### src/rtl/wake_pkg.sv
package wake_pkg;
  localparam int ADDR_W = 3;

  typedef enum logic [1:0] {
    REG_ENABLE   = 2'd0,
    REG_POLARITY = 2'd1,
    REG_HELD     = 2'd2,
    REG_MASKED   = 2'd3
  } wake_reg_e;

  localparam logic GRP_PIN = 1'b0;
  localparam logic GRP_INT = 1'b1;
endpackage

### src/rtl/wake_sync.sv
module wake_sync #(
  parameter int W      = 1,
  parameter int STAGES = 2
) (
  input  logic         clk,
  input  logic         rst_n,
  input  logic [W-1:0] d_i,
  output logic [W-1:0] q_o
);
  logic [W-1:0] stg_q [STAGES];

  always_ff @(posedge clk or negedge rst_n) begin
    if (!rst_n) begin
      for (int i = 0; i < STAGES; i++) stg_q[i] <= '0;
    end else begin
      stg_q[0] <= d_i;
      for (int i = 1; i < STAGES; i++) stg_q[i] <= stg_q[i-1];
    end
  end

  assign q_o = stg_q[STAGES-1];
endmodule

### src/rtl/wake_group.sv
module wake_group #(
  parameter int           W       = 12,
  parameter int           STAGES  = 2,
  parameter logic [W-1:0] POL_RST = '0
) (
  input  logic         clk,
  input  logic         rst_n,
  input  logic [W-1:0] evt_i,
  input  logic         en_we_i,
  input  logic         pol_we_i,
  input  logic         clr_we_i,
  input  logic [W-1:0] wdata_i,
  output logic [W-1:0] en_o,
  output logic [W-1:0] pol_o,
  output logic [W-1:0] held_o,
  output logic [W-1:0] hit_o,
  output logic [W-1:0] clr_o
);
  logic [W-1:0] evt_s;
  logic [W-1:0] prev_q;
  logic [W-1:0] en_q, en_d;
  logic [W-1:0] pol_q, pol_d;
  logic [W-1:0] held_q, held_d;
  logic [W-1:0] hit, clr;

  wake_sync #(.W(W), .STAGES(STAGES)) u_sync (
    .clk   (clk),
    .rst_n (rst_n),
    .d_i   (evt_i),
    .q_o   (evt_s)
  );

  // Edge selection per bit: rising when polarity is 1, falling when 0
  assign hit = (pol_q & evt_s & ~prev_q) | (~pol_q & ~evt_s & prev_q);
  assign clr = clr_we_i ? wdata_i : '0;

  always_comb begin
    en_d   = en_we_i  ? wdata_i : en_q;
    pol_d  = pol_we_i ? wdata_i : pol_q;
    // set has priority over clear
    held_d = (held_q & ~clr) | hit;
  end

  always_ff @(posedge clk or negedge rst_n) begin
    if (!rst_n) begin
      prev_q <= '0;
      en_q   <= '0;
      pol_q  <= POL_RST;
      held_q <= '0;
    end else begin
      prev_q <= evt_s;
      held_q <= held_d;
      if (en_we_i)  en_q  <= en_d;
      if (pol_we_i) pol_q <= pol_d;
    end
  end

  assign en_o   = en_q;
  assign pol_o  = pol_q;
  assign held_o = held_q;
  assign hit_o  = hit;
  assign clr_o  = clr;
endmodule

### src/rtl/wake_latch_top.sv
module wake_latch_top
  import wake_pkg::*;
#(
  parameter int               PIN_W       = 12,
  parameter int               INT_W       = 15,
  parameter int               DATA_W      = 32,
  parameter int               SYNC_STAGES = 2,
  parameter logic [INT_W-1:0] INT_POL_RST = 15'h0288
) (
  input  logic              clk,
  input  logic              rst_n,
  input  logic [PIN_W-1:0]  pin_evt_i,
  input  logic [INT_W-1:0]  int_evt_i,
  input  logic              bus_wr_i,
  input  logic [2:0]        bus_addr_i,
  input  logic [DATA_W-1:0] bus_wdata_i,
  output logic [DATA_W-1:0] bus_rdata_o,
  output logic              wake_o
);
  localparam logic [PIN_W-1:0] PIN_POL_RST = '0;

  // reset: asserted asynchronously, released on a clock edge
  logic [1:0] rst_sync_q;
  logic       rst_n_s;

  always_ff @(posedge clk or negedge rst_n) begin
    if (!rst_n) rst_sync_q <= 2'b00;
    else        rst_sync_q <= {rst_sync_q[0], 1'b1};
  end
  assign rst_n_s = rst_sync_q[1];

  wake_reg_e reg_sel;
  logic      grp_sel;
  logic      pin_acc, int_acc;

  assign reg_sel = wake_reg_e'(bus_addr_i[1:0]);
  assign grp_sel = bus_addr_i[2];
  assign pin_acc = bus_wr_i && (grp_sel == GRP_PIN);
  assign int_acc = bus_wr_i && (grp_sel == GRP_INT);

  logic [PIN_W-1:0] pin_en, pin_pol, pin_held, pin_hit, pin_clr;
  logic [INT_W-1:0] int_en, int_pol, int_held, int_hit, int_clr;

  wake_group #(.W(PIN_W), .STAGES(SYNC_STAGES), .POL_RST(PIN_POL_RST)) u_pin (
    .clk      (clk),
    .rst_n    (rst_n_s),
    .evt_i    (pin_evt_i),
    .en_we_i  (pin_acc && reg_sel == REG_ENABLE),
    .pol_we_i (pin_acc && reg_sel == REG_POLARITY),
    .clr_we_i (pin_acc && reg_sel == REG_HELD),
    .wdata_i  (bus_wdata_i[PIN_W-1:0]),
    .en_o     (pin_en),
    .pol_o    (pin_pol),
    .held_o   (pin_held),
    .hit_o    (pin_hit),
    .clr_o    (pin_clr)
  );

  wake_group #(.W(INT_W), .STAGES(SYNC_STAGES), .POL_RST(INT_POL_RST)) u_int (
    .clk      (clk),
    .rst_n    (rst_n_s),
    .evt_i    (int_evt_i),
    .en_we_i  (int_acc && reg_sel == REG_ENABLE),
    .pol_we_i (int_acc && reg_sel == REG_POLARITY),
    .clr_we_i (int_acc && reg_sel == REG_HELD),
    .wdata_i  (bus_wdata_i[INT_W-1:0]),
    .en_o     (int_en),
    .pol_o    (int_pol),
    .held_o   (int_held),
    .hit_o    (int_hit),
    .clr_o    (int_clr)
  );

  logic [PIN_W-1:0] pin_word;
  logic [INT_W-1:0] int_word;

  always_comb begin
    case (reg_sel)
      REG_ENABLE:   begin pin_word = pin_en;            int_word = int_en;            end
      REG_POLARITY: begin pin_word = pin_pol;           int_word = int_pol;           end
      REG_HELD:     begin pin_word = pin_held;          int_word = int_held;          end
      default:      begin pin_word = pin_held & pin_en; int_word = int_held & int_en; end
    endcase
    bus_rdata_o = '0;
    if (grp_sel == GRP_PIN) bus_rdata_o[PIN_W-1:0] = pin_word;
    else                    bus_rdata_o[INT_W-1:0] = int_word;
  end

  logic wake_d, wake_q;
  assign wake_d = (|(pin_held & pin_en)) | (|(int_held & int_en));

  always_ff @(posedge clk or negedge rst_n_s) begin
    if (!rst_n_s) wake_q <= 1'b0;
    else          wake_q <= wake_d;
  end
  assign wake_o = wake_q;
endmodule

### config.mk
export PLATFORM = sky130hd
export DESIGN_NAME = wake_latch_top
export DESIGN_NICKNAME = d
export VERILOG_FILES = /design/src/rtl/wake_pkg.sv /design/src/rtl/wake_sync.sv /design/src/rtl/wake_group.sv /design/src/rtl/wake_latch_top.sv
export SDC_FILE = /design/constraint.sdc
export NUM_CORES = 1
export LEC_CHECK = 0
export BUFFER_PORTS_ARGS = -buffer_cell sky130_fd_sc_hd__buf_2
export CAP_MARGIN = 20
export CORE_ASPECT_RATIO = 1.1
export CORE_MARGIN = 5
export CORE_UTILIZATION = 40
export CTS_BUF_LIST = sky130_fd_sc_hd__clkbuf_4 sky130_fd_sc_hd__clkbuf_8
export DETAILED_ROUTE_END_ITERATION = 10
export GPL_TIMING_DRIVEN = 1
export HOLD_SLACK_MARGIN = 0.06
export PLACE_DENSITY_LB_ADDON = 0.1
export SYNTH_ARGS = -nofsm -noshare
export SYNTH_HDL_FRONTEND = slang
export SYNTH_HIERARCHICAL = 1
export SYNTH_SLANG_ARGS = --single-unit
### constraint.sdc
create_clock -name clk -period 6.6 [get_ports clk]
set_input_delay 1.98 -clock clk [delete_from_list [all_inputs] [get_ports clk]]
set_output_delay 1.98 -clock clk [all_outputs]
set_load 0.005 [all_outputs]
## Word-level counts from Yosys, hierarchy flattened

Index checks and enable logic that the tools add are counted.

| storage, ports and cells | value |
|---|---|
| register bits | 165 |
| latch bits | 0 |
| bits in writable memories | 0 |
| memory bits (read-only) | 0 |
| input port bits | 65 |
| output and inout bits | 33 |
| word-level logic and storage cells | 59 |
| memories | 0 |

| operators by class | value |
|---|---|
| add/sub/neg operators | 0 |
| $mul | 0 |
| div/mod/pow operators | 0 |
| order comparisons | 0 |
| equality and inequality tests | 2 |
| shift operators | 0 |
| muxes and demuxes | 6 |
| bitwise operators | 26 |
| reductions and logical operators | 11 |

Operators with widths:

| kind | count |
|---|---|
| 15-bit bitwise AND | 6 |
| 12-bit bitwise AND | 6 |
| 15-bit NOT | 4 |
| 12-bit NOT | 4 |
| 15-bit case mux with 3 select lines | 1 |
| 12-bit case mux with 3 select lines | 1 |
| 15-bit bitwise OR | 2 |
| 12-bit 2-to-1 mux | 2 |
| 12-bit bitwise OR | 2 |
| 15-bit 2-to-1 mux | 1 |
| 15-bit OR reduction | 1 |
| 12-bit OR reduction | 1 |
| 1-bit logical AND | 8 |
| 3-bit 2-to-1 mux | 1 |
| 2-bit by 1-bit equality test with 1-bit output, second input constant | 1 |
| 2-bit equality test, second input constant | 1 |
| 2-bit logical NOT | 1 |
| 1-bit NOT | 1 |
| 1-bit bitwise OR | 1 |

## Depth between registers and ports, before layout

| logic depth | value |
|---|---|
| word-level depth | 7 |
| gate-level depth with buffers | 8 |
| gate-level depth less buffers | 5 |

## Hierarchy

Netlist, hierarchy kept.

Modules (own cells, without submodules):

| module | times used | cells each | area an instance (um^2) | seq. area each (um^2) |
|---|---|---|---|---|
| wake_group (u_int) | 1 | 185 | 2,592.5 | 1,505.2 |
| wake_group (u_pin) | 1 | 147 | 2,084.5 | 1,201.2 |
| wake_latch_top | 1 | 144 | 1,236.2 | 75.1 |
| wake_sync (u_int.u_sync) | 1 | 45 | 863.3 | 750.7 |
| wake_sync (u_pin.u_sync) | 1 | 36 | 690.7 | 600.6 |

## Least setup slack after synthesis

Ideal clock, no wire load.

| path | value |
|---|---|
| path type | in2out |
| start point | input bus_addr_i[0] |
| end point | output bus_rdata_o[7] |
| arrival time | 2,911 ps |
| data required time | 4,620 ps |
| path slack | 1,709 ps |
| stages on the path | 6 |
| path buffers | 2 |
| path through | buf_4 > inv_4 > buf_6 > o21ai_0 > mux4_2 > inv_1 |

| between the ends | value |
|---|---|
| cells in the longest elaborated chain, start to end | 3 |
| elaborated cells between the ends (all ways) | 6 |
| classes of those cells | eq/ne: 2; mux: 3; reduce/logical: 1 |

RTL lines:

| item | RTL line | text |
|---|---|---|
| from (decl) | wake_latch_top.sv:15 | `input logic [2:0] bus_addr_i,` |
| 2-bit equality test, or another cell as far along | wake_latch_top.sv:78 | `case (reg_sel)` |
| 12-bit case mux with 3 select lines or 15-bit case mux with 3 select lines (tied branches) | wake_latch_top.sv:78 |  |
| 12-bit 2-to-1 mux (*) | wake_latch_top.sv:85 | `if (grp_sel == GRP_PIN) bus_rdata_o[PIN_W-1:0] = pin_word;` |
| to (decl) | wake_latch_top.sv:17 | `output logic [DATA_W-1:0] bus_rdata_o,` |

Mark *: on every way between the ends. The rest lies on a longest branch, timed or not.

## Final worst setup path

Ends and elaborated chain as after synthesis.

==> summary.txt <==
Global routing
  • Antenna violations before repair: 0
  • Vias in the first global route: roughly 4500
  • Met3 Resource Use GR: 3.64%
  • Gr busiest metal: met2
  • Largest net degree at the start of global routing: between 60 and 70
  • GRT Total Usage: 14.9%
  • Total gr overflow: 0
  • First-pass GRT wire length: 24.9 mm
  • Met2 Use GR: 23.9%
  • Grt met1 use: 20.0%

Die
  • FP Rows: between 50 and 60
  • Die Area: approximately 21000 sq um
  • Die Span X: approximately 140 um
  • CORE AREA: 18200 sq um
  • Starting Density: 40.3%
  • I/O pin count: 98
  • Die height: about 150 um

Power and ir drop
  • Clock power frac: a little under a third
  • Max VDD drop: 125 uV
  • Pwr Total: 2.29 mW
  • Pwr/cell area: 287 nW/um^2
  • Sequential share of power: between 50% and 60%
  • Logic pwr share: 15.2%
  • Internal: 1.66 mW
  • Sw frac: 27.8%
  • Net Sw Power: 0.637 mW
  • P_leak: 3.62 nW

CTS
  • Post-CTS setup buffer count: 0
  • Post-cts gate resize count: 0
  • Clk Latency, worst-skew pair: 0.45 ns
  • Clk slew on worst S/H paths: approximately 0.090 ns
  • H-tree depth: 4
  • CTS Hold Bufs: 0
  • CTS tree: built
  • Root Buffer: clkbuf_8
  • Clock Tree Buf Depth: 2
  • Clock buffer count from CTS: 17
  • CTS Sinks: 165

Critical path
  • Cell count of the worst reg-to-reg path: 1
  • Critical path class: input port to output pin
  • Startpoint Class: input port
  • CP required: 4.62 ns
  • Critical Path, Cell by Cell: buf_2, buf_4, mux2i_1, mux4_2, inv_1, buf_2
  • Slowest CP cell: buf_2
  • Crit end category: output pin
  • Crit path max-delay family: buffers and inverters
  • R2R setup slack: 4.93 ns
  • Critical Path AT: 3.71 ns
  • CP max stage delay: 0.63 ns
  • Most frequent CP cell: buf_2
  • Critical path depth: 6
  • CP Buf/Inv Count: 4
  • Crit path max fanout: 24

Drt
  • Final WL: 15.0 mm
  • Vias: 4097
  • # DRC: 0
  • Initial drt markers: 209
  • Via density per instance: 4.95
  • DRT Pass-1 Iters: 4
  • Detail Route Antenna Nets: 0
  • Average wire per standard cell: 18.1 um

STA
  • Fin Clk Skew: 0.0116 ns
  • RSZ-0062 raised after global routing: false
  • Fin. Hold Viols: 0
  • Slew HR: 36.1%
  • Worst-Margin Slew: 0.956 ns
  • Crit path time final: 5.69 ns
  • Setup TNS: 0 ns
  • Setup violators final: 0
  • Max Freq: 176 MHz
  • Worst hold slack: roughly 0.35 ns
  • Final Slew Violations: 0
  • Final critical-path share of the clock period: between 80% and 90%

Placement
  • IO Port Bufs: 63
  • Detail Placement HPWL: around 10 mm
  • Gpl congestion: 0.759

Final layout
  • Share of cells above drive strength 1: between 30% and 40%
  • Commonest cells after routing, fill and taps aside: dfrtp_1 (161), buf_2 (63), mux2_4 (40), inv_1 (37), and2_1 (28)
  • Layout Nets: ~640
  • Ant. Diodes: 0
  • Most common cell after layout, fill and taps aside: dfrtp_1
  • Layout area overhead: 8.50%
  • # fillers: between 1500 and 2000

Hold path
  • Hold Crit Class: flop to flop
  • WHS Path Cells: 0

Logic synthesis
  • Synth Cell Area: 7350 sq um
  • Syn_area_per_cell: 13.9 sq um
  • Yosys warning count: 6
  • Cells after synthesis: 528

Job
  • Total of max-cap violations: 0

Status
  • Outcome: finished clean
## power groups by stage
stage	registers (mW)	logic, mW	clock network, mW
floorplan	1.23	0.283	0
CTS	1.24	0.356	0.732
finish	1.24	0.349	0.700
global placement	1.26	0.346	0
detailed placement	1.26	0.354	0
global route	1.26	0.387	0.769
## flip-flops by register name (all words and copies together) (netlist names)
signal,cells
u_int/held_o,15
u_pin/en_o,12
u_int/u_sync/q_o,15
u_pin/prev_q,12
u_pin/u_sync/stg_q,12
wake_o,1
u_pin/held_o,12
u_pin/u_sync/q_o,12
u_int/pol_o,15
u_int/prev_q,15
u_pin/pol_o,12
rst_sync_q,2
u_int/en_o,15
u_int/u_sync/stg_q,15
## area by class of cell
cell class              instances  area, sq um  area share (%)
flip-flops and latches        165         4140            51.9
multi-input cells             279         2630            33.0
repair buffers                 71          375            4.71
well taps                     243          304            3.81
clock buffers                  19          255            3.20
inverters                      38          145            1.82
clock inverters                13          124            1.55
## per-layer routing
metal	wire length, um	vias to the layer above
li1	-	1885
met1	6990	2122
met2	7250	72
met3	486	18
met4	274	0
met5	0	-
## per-stage QoR
step                area [sq um]  setup slack, ns  std cells  util (%)
floorplan                   7410             1.67        544         -
global placement            7590            0.891        796      41.7
detailed placement          7590            0.890        796      41.7
CTS                         7970            0.887        828      43.8
global route                7970            0.826        828      43.8
finish                      7970            0.910        828      43.8
## path summary, 6_finish.rpt
check                                            startpoint                             to
setup / recovery                              bus_addr_i[0]                 bus_rdata_o[7]
hold / removal             u_int/u_sync/stg_q[22]$_DFF_PN0_  u_int/u_sync/q_o[7]$_DFF_PN0_
setup reg to reg                    rst_sync_q[1]$_DFF_PN0_     u_pin/pol_o[9]$_DFFE_PN0P_
hold reg to reg            u_int/u_sync/stg_q[22]$_DFF_PN0_  u_int/u_sync/q_o[7]$_DFF_PN0_
max in group asynchronous           rst_sync_q[1]$_DFF_PN0_     u_pin/pol_o[9]$_DFFE_PN0P_
min in group asynchronous           rst_sync_q[1]$_DFF_PN0_    u_int/pol_o[14]$_DFFE_PN0P_
Note: power is estimated with default switching activity, not from simulation.
